**config.mk**
```make
export PLATFORM = sky130hd
export DESIGN_NAME = ts_capture_latch
export DESIGN_NICKNAME = d
export VERILOG_FILES = /design/src/rtl/ts_latch_pkg.sv /design/src/rtl/ts_rx_qualifier.sv /design/src/rtl/ts_capture_slot.sv /design/src/rtl/ts_capture_latch.sv
export SDC_FILE = /design/constraint.sdc
export NUM_CORES = 1
export LEC_CHECK = 0
export BUFFER_PORTS_ARGS = -buffer_cell sky130_fd_sc_hd__buf_2
export CAP_MARGIN = 20
export CORE_ASPECT_RATIO = 0.8
export CORE_MARGIN = 2
export CORE_UTILIZATION = 36
export DETAILED_ROUTE_END_ITERATION = 10
export GPL_ROUTABILITY_DRIVEN = 0
export PLACE_DENSITY = 0.61
export SETUP_SLACK_MARGIN = 0.4
export SYNTH_ARGS = -nofsm -noshare
export SYNTH_HDL_FRONTEND = slang
export SYNTH_SLANG_ARGS = --single-unit
```
**constraint.sdc**
```tcl
create_clock -name clk -period 5.7 [get_ports clk]
set_input_delay 0.285 -clock clk [delete_from_list [all_inputs] [get_ports clk]]
set_output_delay 0.285 -clock clk [all_outputs]
set_load 0.05 [all_outputs]
```
**src/rtl/ts_latch_pkg.sv**
```systemverilog
package ts_latch_pkg;

    typedef enum logic [1:0] {
        RXM_OFF      = 2'b00,
        RXM_V1_UDP   = 2'b01,
        RXM_V2_EVENT = 2'b10,
        RXM_RSVD     = 2'b11
    } rx_mode_e;

    typedef enum logic {
        SLOT_ARMED  = 1'b0,
        SLOT_LOCKED = 1'b1
    } slot_state_e;

    localparam int unsigned V2_EVENT_MAX = 3;
    localparam int unsigned NUM_SLOTS    = 2;
    localparam int unsigned SLOT_RX      = 0;
    localparam int unsigned SLOT_TX      = 1;

endpackage

```
**src/rtl/ts_rx_qualifier.sv**
```systemverilog
module ts_rx_qualifier
    import ts_latch_pkg::*;
#(
    parameter int unsigned PORT_W  = 16,
    parameter int unsigned MSG_W   = 32,
    parameter int unsigned ETH_W   = 16,
    parameter int unsigned VER_W   = 4,
    parameter int unsigned MTYPE_W = 4,
    parameter logic [ETH_W-1:0] ETH_PTP_TYPE = 16'h88F7
) (
    input  logic               cfg_en,
    input  logic [1:0]         cfg_mode,
    input  logic [MSG_W-1:0]   cfg_msg,
    input  logic               cfg_l2_filt_en,
    input  logic               cfg_l2_stamp_en,
    input  logic               pkt_stb,
    input  logic               pkt_is_l2,
    input  logic [ETH_W-1:0]   pkt_ethtype,
    input  logic [PORT_W-1:0]  pkt_udp_port,
    input  logic [VER_W-1:0]   pkt_ver,
    input  logic [MTYPE_W-1:0] pkt_msg_type,
    output logic               qual
);

    localparam int unsigned CODE_W = MSG_W - PORT_W;

    rx_mode_e mode;
    logic     port_ok;
    logic     code_ok;
    logic     ev_type;
    logic     udp_ok;
    logic     l2_ok;
    logic     match;

    assign mode = rx_mode_e'(cfg_mode);

    always_comb begin
        port_ok = (pkt_udp_port == cfg_msg[MSG_W-1 -: PORT_W]);
        code_ok = (cfg_msg[CODE_W-1:0] == CODE_W'(pkt_msg_type));
        ev_type = (pkt_msg_type <= MTYPE_W'(V2_EVENT_MAX));
        udp_ok  = !pkt_is_l2 && port_ok;
        l2_ok   = pkt_is_l2 && cfg_l2_filt_en && cfg_l2_stamp_en
                  && (pkt_ethtype == ETH_PTP_TYPE);
        match   = 1'b0;
        unique case (mode)
            RXM_V1_UDP:   match = udp_ok && (pkt_ver == VER_W'(1)) && code_ok;
            RXM_V2_EVENT: match = (pkt_ver == VER_W'(2)) && ev_type && (udp_ok || l2_ok);
            RXM_OFF:      match = 1'b0;
            RXM_RSVD:     match = 1'b0;
            default:      match = 1'b0;
        endcase
        qual = pkt_stb && cfg_en && match;
    end

endmodule

```
**src/rtl/ts_capture_slot.sv**
```systemverilog
module ts_capture_slot
    import ts_latch_pkg::*;
#(
    parameter int unsigned TIME_W = 64,
    parameter int unsigned WORD_W = TIME_W / 2
) (
    input  logic              clk,
    input  logic              rst_n,
    input  logic              qual,
    input  logic              rd_lo,
    input  logic              rd_hi,
    input  logic [TIME_W-1:0] time_in,
    output logic              valid,
    output logic [WORD_W-1:0] rdata,
    output logic [TIME_W-1:0] stamp
);

    slot_state_e       state_q, state_d;
    logic [TIME_W-1:0] stamp_q;
    logic [WORD_W-1:0] rdata_q;
    logic              take;

    // state register
    always_ff @(posedge clk) begin
        if (!rst_n) state_q <= SLOT_ARMED;
        else        state_q <= state_d;
    end

    // transitions: CAPTURE and RELEASE
    always_comb begin
        state_d = state_q;
        take    = 1'b0;
        unique case (state_q)
            SLOT_ARMED: begin
                if (qual) begin
                    state_d = SLOT_LOCKED;
                    take    = 1'b1;
                end
            end
            SLOT_LOCKED: begin
                if (rd_hi) state_d = SLOT_ARMED;
            end
            default: state_d = SLOT_ARMED;
        endcase
    end

    // stamp and read-data outputs
    always_ff @(posedge clk) begin
        if (!rst_n) begin
            stamp_q <= '0;
            rdata_q <= '0;
        end else begin
            if (take) stamp_q <= time_in;
            if (rd_hi)      rdata_q <= stamp_q[TIME_W-1 -: WORD_W];
            else if (rd_lo) rdata_q <= stamp_q[WORD_W-1:0];
        end
    end

    assign valid = (state_q == SLOT_LOCKED);
    assign rdata = rdata_q;
    assign stamp = stamp_q;

endmodule

```
**src/rtl/ts_capture_latch.sv**
```systemverilog
module ts_capture_latch
    import ts_latch_pkg::*;
#(
    parameter int unsigned TIME_W  = 64,
    parameter int unsigned PORT_W  = 16,
    parameter int unsigned MSG_W   = 32,
    parameter int unsigned ETH_W   = 16,
    parameter int unsigned VER_W   = 4,
    parameter int unsigned MTYPE_W = 4,
    parameter logic [15:0] ETH_PTP_TYPE = 16'h88F7
) (
    input  logic                 clk,
    input  logic                 rst_n,
    input  logic [TIME_W-1:0]    sys_time,
    input  logic                 cfg_rx_en,
    input  logic [1:0]           cfg_rx_mode,
    input  logic [MSG_W-1:0]     cfg_rx_msg,
    input  logic                 cfg_l2_filt_en,
    input  logic                 cfg_l2_stamp_en,
    input  logic                 cfg_tx_en,
    input  logic                 rx_pkt_stb,
    input  logic                 rx_pkt_is_l2,
    input  logic [ETH_W-1:0]     rx_pkt_ethtype,
    input  logic [PORT_W-1:0]    rx_pkt_udp_port,
    input  logic [VER_W-1:0]     rx_pkt_ver,
    input  logic [MTYPE_W-1:0]   rx_pkt_msg_type,
    input  logic                 tx_pkt_stb,
    input  logic                 tx_pkt_mark,
    input  logic                 rx_rd_lo,
    input  logic                 rx_rd_hi,
    input  logic                 tx_rd_lo,
    input  logic                 tx_rd_hi,
    output logic                 rx_valid,
    output logic [TIME_W/2-1:0]  rx_rdata,
    output logic                 tx_valid,
    output logic [TIME_W/2-1:0]  tx_rdata
);

    localparam int unsigned WORD_W = TIME_W / 2;

    logic                 rx_qual;
    logic                 tx_qual;
    logic [TIME_W-1:0]    rx_stamp;
    logic [TIME_W-1:0]    tx_stamp;

    logic [NUM_SLOTS-1:0] slot_qual;
    logic [NUM_SLOTS-1:0] slot_lo;
    logic [NUM_SLOTS-1:0] slot_hi;
    logic [NUM_SLOTS-1:0] slot_valid;
    logic [WORD_W-1:0]    slot_rdata [NUM_SLOTS];
    logic [TIME_W-1:0]    slot_stamp [NUM_SLOTS];

    ts_rx_qualifier #(
        .PORT_W       (PORT_W),
        .MSG_W        (MSG_W),
        .ETH_W        (ETH_W),
        .VER_W        (VER_W),
        .MTYPE_W      (MTYPE_W),
        .ETH_PTP_TYPE (ETH_W'(ETH_PTP_TYPE))
    ) u_rx_qual (
        .cfg_en          (cfg_rx_en),
        .cfg_mode        (cfg_rx_mode),
        .cfg_msg         (cfg_rx_msg),
        .cfg_l2_filt_en  (cfg_l2_filt_en),
        .cfg_l2_stamp_en (cfg_l2_stamp_en),
        .pkt_stb         (rx_pkt_stb),
        .pkt_is_l2       (rx_pkt_is_l2),
        .pkt_ethtype     (rx_pkt_ethtype),
        .pkt_udp_port    (rx_pkt_udp_port),
        .pkt_ver         (rx_pkt_ver),
        .pkt_msg_type    (rx_pkt_msg_type),
        .qual            (rx_qual)
    );

    assign tx_qual = tx_pkt_stb && tx_pkt_mark && cfg_tx_en;

    assign slot_qual[SLOT_RX] = rx_qual;
    assign slot_qual[SLOT_TX] = tx_qual;
    assign slot_lo[SLOT_RX]   = rx_rd_lo;
    assign slot_lo[SLOT_TX]   = tx_rd_lo;
    assign slot_hi[SLOT_RX]   = rx_rd_hi;
    assign slot_hi[SLOT_TX]   = tx_rd_hi;

    for (genvar s = 0; s < NUM_SLOTS; s++) begin : g_slot
        ts_capture_slot #(
            .TIME_W (TIME_W),
            .WORD_W (WORD_W)
        ) u_slot (
            .clk     (clk),
            .rst_n   (rst_n),
            .qual    (slot_qual[s]),
            .rd_lo   (slot_lo[s]),
            .rd_hi   (slot_hi[s]),
            .time_in (sys_time),
            .valid   (slot_valid[s]),
            .rdata   (slot_rdata[s]),
            .stamp   (slot_stamp[s])
        );
    end

    assign rx_valid = slot_valid[SLOT_RX];
    assign tx_valid = slot_valid[SLOT_TX];
    assign rx_rdata = slot_rdata[SLOT_RX];
    assign tx_rdata = slot_rdata[SLOT_TX];
    assign rx_stamp = slot_stamp[SLOT_RX];
    assign tx_stamp = slot_stamp[SLOT_TX];

endmodule

```
-- Word-level counts from Yosys, hierarchy flattened
Index checks and enable logic that the tools add are counted.
- $lt $le $gt $ge: 1
- eq/ne operators: 8
- multiplexer cells: 13
- bitwise gates (word level): 2
- reduce and logical (&&, ||, !) cells: 18
- operators by type and width (cell ; number):
    $mux W32 ; 4
    $eq A16 B16 Y1 ; 1
    $eq A16 B16 Y1 const B ; 1
    $eq A16 B4 Y1 ; 1
    $logic_and A1 B1 Y1 ; 12
    $mux W1 ; 6
    $eq A2 B2 Y1 const B ; 2
    $eq A4 B1 Y1 const B ; 1
    $eq A4 B2 Y1 const B ; 1
    $le A4 B2 Y1 const B ; 1
    $pmux W1 S2 ; 2
    $reduce_bool A2 Y1 ; 2
    $pmux W1 S3 ; 1
    $eq A2 B1 Y1 const B ; 1
    $logic_not A2 Y1 ; 1
    $not A1 Y1 ; 2
    $reduce_or A2 Y1 ; 1
    $logic_not A1 Y1 ; 1
    $logic_or A1 B1 Y1 ; 1
- register bits after elaboration: 194
- input bits: 152
- output and inout bits: 66
- word-level logic and storage cells: 48

-- Longest topological paths before layout
Gate-level depths: netlist (run 1).
- word-level depth: 9
- depth in mapped cells: 8
- gate-level depth less buffers: 6

-- Modules after synthesis
A second synthesis (run 1) with hierarchy kept.
- cells, all modules: 897
- area, all modules: 7941.4 µm²
- by module, submodules not included (module ; instances ; cells each ; area an instance (µm²) ; sequential area each (µm²)):
    ts_capture_slot ; 2 ; 425 ; 3789.9 ; 1941.9
    ts_rx_qualifier ; 1 ; 46 ; 355.3 ; 0.0
    ts_capture_latch ; 1 ; 1 ; 6.3 ; 0.0

-- Worst setup path after synthesis (run 1)
OpenSTA, ideal clock, no wires.
- path kind: in2reg
- start: input port rx_pkt_ver[0]
- end: register g_slot[0].u_slot.stamp_q[14]
- library setup time: 72 ps
- arrival: 1944 ps
- data required time: 5628 ps
- slack: 3685 ps
- cell stages on the path: 8
- buffers on the path: 2
- path through: nor4_1 > nand4_1 > nor4_1 > a21oi_1 > a2111oi_4 > buf_6 > buf_8 > mux2i_1
- word-level cells in the longest chain between the ends: 7
- elaborated cells on any way between the ends: 10
- classes of those cells: 2 x eq/ne; 3 x mux; 5 x reduce/logical
- ends and longest elaborated chain (element ; RTL line ; RTL):
    start: declaration ; ts_capture_latch.sv:25 ; input logic [VER_W-1:0] rx_pkt_ver,
    $eq A4 B2 Y1 / $eq A4 B1 Y1 (equally long branches) ; ts_rx_qualifier.sv:47, ts_rx_qualifier.sv:46 ;
    $logic_and A1 B1 Y1, on equally long branches (2 in series) ; ts_rx_qualifier.sv:47, ts_rx_qualifier.sv:46 ;
    $pmux W1 S3 * ; ts_rx_qualifier.sv:45 ; unique case (mode)
    $logic_and A1 B1 Y1 * ; ts_rx_qualifier.sv:52 ; qual = pkt_stb && cfg_en && match;
    $mux W1 * ; ts_capture_slot.sv:35 ; if (qual) begin
    $mux W1 * ; ts_capture_slot.sv:33 ; unique case (state_q)
    end signal: assignment ; ts_capture_slot.sv:53 ; if (take) stamp_q <= time_in;
    end: declaration ; ts_capture_slot.sv:19 ; logic [TIME_W-1:0] stamp_q;
Every way passes the cells marked *; elsewhere a longest branch is shown, timed or not.
A chain may end at the register's enable or synchronous reset.

-- Worst setup path after layout (run 1)
- start: input port rx_pkt_ver[0]
- end: register g_slot[0].u_slot.stamp_q[53]
The elaborated chain is that of the path after synthesis.

==> results of run 1 <==
-- power breakdown --
part,total [mW],leakage (nW),switching (mW),internal [mW]
Clock,1.20,0.282,0.523,0.676
Sequential,1.38,1.57,0.00940,1.37
Combinational,0.229,2.30,0.136,0.0924
-- flip-flops by register name, summed over array words and instances (netlist names) --
signal	count
g_slot.u_slot.rdata	64
g_slot.u_slot.stamp	128
g_slot.u_slot.valid	2
-- layer usage --
layer	up-vias	global-route usage (%)
li1	3488	-
met1	3074	22.9
met2	143	27.3
met3	22	4.91
met4	0	4.82
met5	-	0
-- Yosys cell counts, drive strengths merged --
| cell | instances |
|---|---|
| clkbuf | 54 |
| o21ai | 64 |
| xor2 | 4 |
| nand2b | 1 |
| nor2b | 1 |
| nand3 | 1 |
| nand2 | 321 |
| nor4 | 4 |
| mux2i | 128 |
| a21oi | 1 |
| nor3 | 3 |
| a21boi | 65 |
| and2 | 64 |
| and4 | 1 |
| nand4b | 2 |
| o21a | 1 |
| nand4 | 7 |
| and4b | 2 |
| nor2 | 2 |
| xnor2 | 16 |
| nor4b | 3 |
| buf | 18 |
| a2111oi | 1 |
| dfxtp | 194 |
-- path summary, 6_finish.rpt --
check	start	slack (ps)	to
max	rx_pkt_ver[0]	3520	g_slot[0].u_slot.stamp[53]
min	sys_time[38]	120	g_slot[0].u_slot.stamp[38]
max reg2reg	g_slot[1].u_slot.valid	4020	g_slot[1].u_slot.stamp[40]
min reg2reg	g_slot[0].u_slot.stamp[60]	460	g_slot[0].u_slot.stamp[60]
-- cells by family (layout without fill, tap and decap cells) --
logic type / count (synthesis) / count (layout) / synth area share [%]
simple gates: 412 / 412 / 21.5
flops: 194 / 194 / 46.7
compound gates: 132 / 132 / 10.2
mux: 128 / 128 / 15.4
buf+inv: 72 / 259 / 4.06
xor+xnor: 20 / 20 / 2.11
other cells: 0 / 1 / 0
-- cell type report --
type                    count  area share (%)
flip-flops and latches    194            38.3
clock inverters            10            1.18
well taps                 306            3.77
diodes                      1          0.0247
multi-input cells         692            40.3
repair buffers            227            11.8
clock buffers              22            4.58
-- worst reg2reg max path, delay by kind of cell, from the launching register on --
family	cells	cell delay, ps
compound gates	1	210
flops	1	340
simple gates	2	410
buf+inv	1	650
-- per-stage QoR --
| step | cells | instance area [sq um] |
|---|---|---|
| 3_5_place_dp | 1417 | 9510 |
| 4_1_cts | 1449 | 10100 |
| 6_report | 1452 | 10100 |
| 3_3_place_gp | 1417 | 9510 |
| 2_1_floorplan | 958 | 8310 |
| 5_1_grt | 1452 | 10100 |
==> results.yml, run 1 <==
status:
  outcome: "completed"
finish:
  seq_area_sq_um: 3880
  fin_util_pct: 45.0
  drive_above_1_share_pct: 22.5
  nFillCells: 2320
  area_growth_pct: 22.1
  nets: 1284
  layout_commonest_cell: "nand2_1"
  final_cell_mix: "nand2_1, buf_2, dfxtp_1, mux2i_1, a21boi_0"
  multi_input_area_sq_um: 4090
logic_synthesis:
  syn_nets: 1110
  synth_cell_types: 27
  synth_top_area_share_pct: 46.7
  synth_area_per_cell_sq_um: 8.68
  synth.ff_latch_count: 194
  synth.area.top_cells: "dfxtp_1, mux2i_1, nand2_1"
  syn_inst: 958
  yosysWarnings: 0
  netlist_area_sq_um: 8310
  synth_top_area_cell: "dfxtp_1"
  synth_seq_area_share_pct: 46.7
setup_path:
  reg2reg_depth: 4
  slowest_delay_ps: 580
  start_kind: "primary input"
  crit_cells: 8
  cp_data_required_time_ps: 6040
  path_class: "primary input to flop"
  path_buf_inv: 2
  crit_slowest_cell: "buf_4"
  worst-path-max-fanout: 34
  cp_common_cell: "nor4_1"
  worstPathArrival_ps: 2530
  critPathTopFamily: "simple AND/OR/NAND/NOR gates"
  setup.worst_path.end_class: "flop"
  crit_chain: "buf_2 -> nor4_1 -> nand4_1 -> nor4_1 -> a21oi_1 -> a2111oi_4 -> buf_4 -> mux2i_1"
detailed_routing:
  vias: 6727
  drc: 0
  dr_wl_met2_mm: 9.26
  wl_met1_mm: 10.2
  via_per_inst: 4.63
  wl_mm: 20.8
  dr.pass1.iters: 7
  dr_wl_met3_mm: 1.10
  highest_layer: "met4"
  ant_nets: 0
  avgRoutedWirePerCell_um: 14.3
  drt_iter0_drc: 475
grt:
  antenna_found_initial: 1
  grt-ovfl-total: 0
  grt_pass1_vias: 6497
  grt_usage_pct: 17.2
  grt_max_degree: 102
  grt_pass1_wl_mm: 33.7
power:
  fin_total_pwr_mw: 2.81
  ir_drop_v: 0.000203
  power.density_nw_per_um2: 277
  p_leak_nw: 4.15
clocking:
  numCtsBuffers: 17
  cts_tree: "done"
  root_buffer: "clkbuf_16"
  clock_path_buffers: 2
  postCtsSetupBuffers: 0
  cts_resized: 0
  cts.clk_slew.worst_paths_ps: 70
  cts-hold-fix-buffers: 0
  cts_max_level: 4
  clkLatencyLatePin_ps: 420
  clock_sinks: 194
worst_hold_path:
  hold_depth: 3
  hp-class: "primary input to flop"
place:
  numPortBuffers: 217
  hpwl_mm: 13.3
  pre_cts_ws_ps: 3090
sta:
  whs_ps: 116
  drv_slew: 0
  skew_ps: 10.6
  min_period_ps: 2180
  finalHoldViolCount: 0
  fin_crit_sh_pct: 38.3
  finalSetupTns_ps: 0
  relSlewSlack_pct: 43.0
  fmax_mhz: 458
  setup_ws_ps: 3520
  setup_violations: 0
  rsz0062_at_grt: "false"
  tightestPinTransition_ps: 855
floorplan:
  rows: 49
  die_y_um: 140
  die_w_um: 174
  io_pins: 218
  coreArea_sq_um: 22600
  initial_core_util_pct: 36.8
  die_area_sq_um: 24300
flow_run:
  maxCapViolations: 0
(Power assumes the default switching activity.)
==> run 2, diff against run 1 <==
==> constraint.sdc (replaced) <==
create_clock -name clk -period 2.2 [get_ports clk]
set_input_delay 0.11 -clock clk [delete_from_list [all_inputs] [get_ports clk]]
set_output_delay 0.11 -clock clk [all_outputs]
set_load 0.05 [all_outputs]
==> run 2 against run 1 <==
Effect of this change: register-to-register slack worse by 3200 ps; cell area up 7.9%; power rose to 2.6 times the previous value; final cell count up 5.0%; sequential power rose to 2.6 times the previous value; flip-flop and latch count unchanged; count of clock-buffer cells in the layout down 5; first-iteration DRC count down 35%; sequential share of layout area down 2.8 points; global-route usage up 0.84 points; clock power rose to 2.6 times the previous value; worst hold slack worse by 5.9 ps; critical endpoint is now g_slot[0].u_slot.stamp[55].
==> results.yml, run 2 (synthesis results as in run 1) <==
grt:
  grt_max_degree: 91
  grt_pass1_vias: 6848
  antenna_found_initial: 1
  grt_usage_pct: 18.0
  grt_pass1_wl_mm: 35.1
  grt-ovfl-total: 0
clocking:
  cts_max_level: 4
  numCtsBuffers: 17
  cts.clk_slew.worst_paths_ps: 70
  clock_path_buffers: 2
  clock_sinks: 194
  root_buffer: "clkbuf_16"
  clkLatencyLatePin_ps: 440
  cts_tree: "done"
  cts_resized: 0
sta:
  tightestPinTransition_ps: 517
  min_period_ps: 1690
  fmax_mhz: 590
  rsz0062_at_grt: "false"
  setup_ws_ps: 505
  setup_violations: 0
  finalSetupTns_ps: 0
  fin_crit_sh_pct: 77.0
  relSlewSlack_pct: 65.6
  drv_slew: 0
  finalHoldViolCount: 0
  skew_ps: 15.0
setup_path:
  r2r_start: "g_slot[0].u_slot.valid"
  setup.worst_path.end_class: "flop"
  cp_common_cell: "buf_12"
  reg2reg_depth: 4
  r2r_slack_ps: 790
  worst-path-max-fanout: 26
  crit_slowest_cell: "nor4b_1"
  crit_chain: "buf_2 -> nor4b_1 -> nand4_1 -> nor4_1 -> a21oi_1 -> a2111oi_4 -> buf_12 -> buf_12 -> mux2i_1"
  crit_start: "rx_pkt_ethtype[10]"
  r2r_end: "g_slot[0].u_slot.stamp[55]"
  path_class: "primary input to flop"
  start_kind: "primary input"
  cp_data_required_time_ps: 2550
  slowest_delay_ps: 350
  worstPathArrival_ps: 2050
detailed_routing:
  dr.pass1.iters: 4
  vias: 7108
  drt_iter0_drc: 309
  via_per_inst: 4.66
  avgRoutedWirePerCell_um: 14.6
  ant_nets: 0
  drc: 0
  wl_mm: 22.2
finish:
  multi_input_area_sq_um: 4090
  area_growth_pct: 31.7
  final_cell_mix: "nand2_1, buf_2, dfxtp_1, mux2i_1, a21boi_0"
  nets: 1356
  fin_util_pct: 48.5
  nFillCells: 2173
  seq_area_sq_um: 3880
  largest_register_ffs: 128
  design_area_sq_um: 10900
  layout_commonest_cell: "nand2_1"
  drive_above_1_share_pct: 22.1
power:
  ir_drop_v: 0.000456
  p_sw_mw: 1.93
  p_comb_share_pct: 9.5
  p_leak_nw: 4.50
  pwr-share-clk_pct: 42.3
  p_sw_share_pct: 25.9
  p_int_mw: 5.51
  fin_total_pwr_mw: 7.44
  power.density_nw_per_um2: 679
  p_seq_share_pct: 48.2
place:
  hpwl_mm: 14.4
  pre_cts_ws_ps: 62.9
  numPortBuffers: 217
  placed_area_sq_um: 9700
worst_hold_path:
  min_to: "g_slot[0].u_slot.stamp[24]"
  hp-class: "primary input to flop"
  hold_depth: 3
  hold_path_startpoint: "rst_n"
floorplan:
  io_pins: 218
  rows: 49
  initial_core_util_pct: 36.8
  coreArea_sq_um: 22600
  die_w_um: 174
  die_y_um: 140
  die_area_sq_um: 24300
flow_run:
  maxCapViolations: 0
status:
  outcome: "completed"
==> run 2: per-layer routing <==
metal	track usage, %	part of all wire, %	vias up
li1	-	-	3630
met1	21.4	44	3256
met2	31.3	48	190
met3	4.34	5.6	32
met4	7.70	2.4	0
met5	0	0	-
==> run 2: worst max-delay path by stage <==
| stage | to | slack [ps] | depth (start not counted) |
|---|---|---|---|
| floorplan | g_slot[0].u_slot.stamp[14] | 440 | 8 |
| global placement | g_slot[0].u_slot.stamp[45] | 120 | 9 |
| detailed placement | g_slot[0].u_slot.stamp[55] | 60 | 9 |
| CTS | g_slot[0].u_slot.stamp[55] | 520 | 9 |
| global route | g_slot[0].u_slot.stamp[55] | 320 | 9 |
| finish | g_slot[0].u_slot.stamp[55] | 510 | 9 |
==> run 2: power groups by stage <==
stage	clock network (mW)	logic, mW	registers, mW
6_report	3.15	0.705	3.58
5_1_grt	3.36	0.770	3.59
4_1_cts	3.24	0.710	3.58
3_5_place_dp	0	0.619	3.67
3_3_place_gp	0	0.616	3.67
2_1_floorplan	0	0.295	3.71
==> run 2: cell type report <==
cell class	count	area share [%]
flip-flops and latches	194	35.5
clock inverters	15	1.54
multi-input cells	692	37.4
repair buffers	299	18.2
clock buffers	17	3.89
well taps	306	3.50
diodes	1	0.0229
==> run 2: critical path: cells and delay by family <==
| kind | cells | cell delay (ps) |
|---|---|---|
| multiplexers | 1 | 230 |
| AO/OA/AOI/OAI | 2 | 390 |
| AND/OR/NAND/NOR | 3 | 790 |
| buffers and inverters | 3 | 500 |
==> run 2: metrics by stage <==
step                      cells  hold slack, ps
after detailed placement   1426             377
after global placement     1426             368
after floorplan             958             252
final                      1524             111
after CTS                  1522            97.2
after global routing       1524             136
==> run 2: repair_timing <==
| item | CTS | global route |
|---|---|---|
| buffers inserted | 0 | 1 |
| hold buffers | 64 | 0 |
| hold endpoints to repair | 128 | 0 |
| setup endpoints to repair | 0 | 26 |
==> run 3, diff against run 2 <==
==> constraint.sdc (replaced) <==
create_clock -name clk -period 1.74 [get_ports clk]
set_input_delay 0.087 -clock clk [delete_from_list [all_inputs] [get_ports clk]]
set_output_delay 0.087 -clock clk [all_outputs]
set_load 0.05 [all_outputs]
==> run 3 against run 2 <==
Effect of this change: cell area rose by 3.7%; core utilization rose by 1.8 points; global-route usage rose by 0.27 points; die area did not move; clock skew fell by 4.4 ps; count of clock-buffer cells in the layout did not move; clock power rose by 23%; worst setup slack got worse by 260 ps; flip-flop and latch count did not move; critical path type unchanged; critical endpoint is now g_slot[0].u_slot.stamp[22]; highest routed layer unchanged.
==> results.yml, run 3 (synthesis results as in run 1) <==
power:
  p_leak_nw: 4.67
  p_sw_mw: 2.40
  power.density_nw_per_um2: 826
  ir_drop_v: 0.000480
  p_sw_share_pct: 25.6
  p_int_mw: 6.98
  p_comb_share_pct: 10.4
  p_seq_share_pct: 48.3
  pwr-share-clk_pct: 41.3
  fin_total_pwr_mw: 9.38
detailed_routing:
  avgRoutedWirePerCell_um: 15.4
  wl_mm: 23.7
  dr.pass1.iters: 4
  ant_nets: 0
  via_per_inst: 4.67
  vias: 7218
  drt_iter0_drc: 394
  drc: 0
setup_path:
  setup.worst_path.end_class: "flop"
  worstPathArrival_ps: 1850
  reg2reg_depth: 4
  r2r_end: "g_slot[0].u_slot.stamp[22]"
  r2r_slack_ps: 370
  cp_data_required_time_ps: 2100
  start_kind: "primary input"
  path_class: "primary input to flop"
  worst-path-max-fanout: 6
  r2r_start: "g_slot[0].u_slot.valid"
clocking:
  cts.clk_slew.worst_paths_ps: 70
  numCtsBuffers: 17
  clock_path_buffers: 2
  cts_max_level: 4
  root_buffer: "clkbuf_16"
  clock_sinks: 194
  clkLatencyLatePin_ps: 430
  cts_tree: "done"
floorplan:
  initial_core_util_pct: 36.8
  die_y_um: 140
  die_w_um: 174
  rows: 49
  die_area_sq_um: 24300
  coreArea_sq_um: 22600
  io_pins: 218
sta:
  whs_ps: 112
  finalHoldViolCount: 0
  setup_ws_ps: 241
  tightestPinTransition_ps: 470
  finalSetupTns_ps: 0
  drv_slew: 0
  fin_crit_sh_pct: 86.1
  fmax_mhz: 667
  setup_violations: 0
  relSlewSlack_pct: 68.7
  min_period_ps: 1500
  rsz0062_at_grt: "true"
  skew_ps: 10.7
finish:
  drive_above_1_share_pct: 24.1
  nFillCells: 2146
  fin_util_pct: 50.3
  area_growth_pct: 36.6
  diodes: 0
  nets: 1378
  fin_cells: 1545
  largest_register_ffs: 128
  final_cell_mix: "nand2_1, buf_2, dfxtp_1, mux2i_1"
  design_area_sq_um: 11400
  layout_commonest_cell: "nand2_1"
worst_hold_path:
  hp-class: "primary input to flop"
  hold_path_startpoint: "rst_n"
  hold_depth: 2
  min_to: "g_slot[1].u_slot.valid"
grt:
  grt_pass1_vias: 6913
  top_usage_layer: "met2"
  grt_pass1_wl_mm: 35.8
  use_met3_pct: 3.50
  grt_use_met1_pct: 25.3
  antenna_found_initial: 0
  grt_max_degree: 66
  grt_usage_pct: 18.3
  grt_util_met2_pct: 29.6
  grt-ovfl-total: 0
place:
  placed_area_sq_um: 9830
  pre_cts_ws_ps: -331
  numPortBuffers: 217
  hpwl_mm: 13.9
  dp_cells: 1437
status:
  outcome: "completed"
flow_run:
  maxCapViolations: 0
-- run 3: power groups by stage --
stage	Sequential, mW	Clock [mW]	Combinational, mW
2_1_floorplan	4.69	0	0.378
3_3_place_gp	4.63	0	0.804
3_5_place_dp	4.64	0	0.808
4_1_cts	4.53	3.96	0.932
5_1_grt	4.54	4.16	1.06
6_report	4.53	3.87	0.976
-- run 3: area by class of cell --
type,count,area (sq um),share of cell area [%]
Multi-Input combinational cell,692,4150,36.5
Sequential cell,194,3880,34.2
Timing Repair Buffer,321,2370,20.9
Clock buffer,17,425,3.74
Tap cell,306,383,3.37
Clock inverter,15,150,1.32
-- run 3: repair_timing --
action | in CTS | in global routing
hold buffers | 64 | 0
endpoints found under the setup margin | 65 | 123
pin swaps | 1 | 4
buffers inserted | 1 | 3
endpoints found under the hold margin | 128 | 0
cloned | 2 | 6
resized for setup | 16 | 15
-- run 3: worst max path at each step --
stage                                  from                          to  cells past startpoint
final                         rx_pkt_ver[1]  g_slot[0].u_slot.stamp[22]                      8
after global routing      rx_pkt_ethtype[8]  g_slot[0].u_slot.stamp[34]                      9
after CTS                 rx_pkt_ethtype[8]  g_slot[0].u_slot.stamp[37]                      9
after detailed placement      rx_pkt_ver[1]   g_slot[0].u_slot.stamp[0]                      8
after global placement        rx_pkt_ver[1]  g_slot[0].u_slot.stamp[24]                      8
after floorplan           rx_pkt_ethtype[8]  g_slot[0].u_slot.stamp[14]                      8
-- run 3: critical path, cell delays in order --
cell and delay (ps):
buf_2 110, nor4b_2 280, and4_1 220, nand4_1 150, a2111oi_4 400, buf_6 230
clkbuf_16 170, mux2i_1 190
-- run 3: routing by layer --
layer  vias up  share of wire (%)
li1       3684                  -
met1      3385                 50
met2       130                 46
met3        19                2.9
met4         0                1.0
met5         -                  0
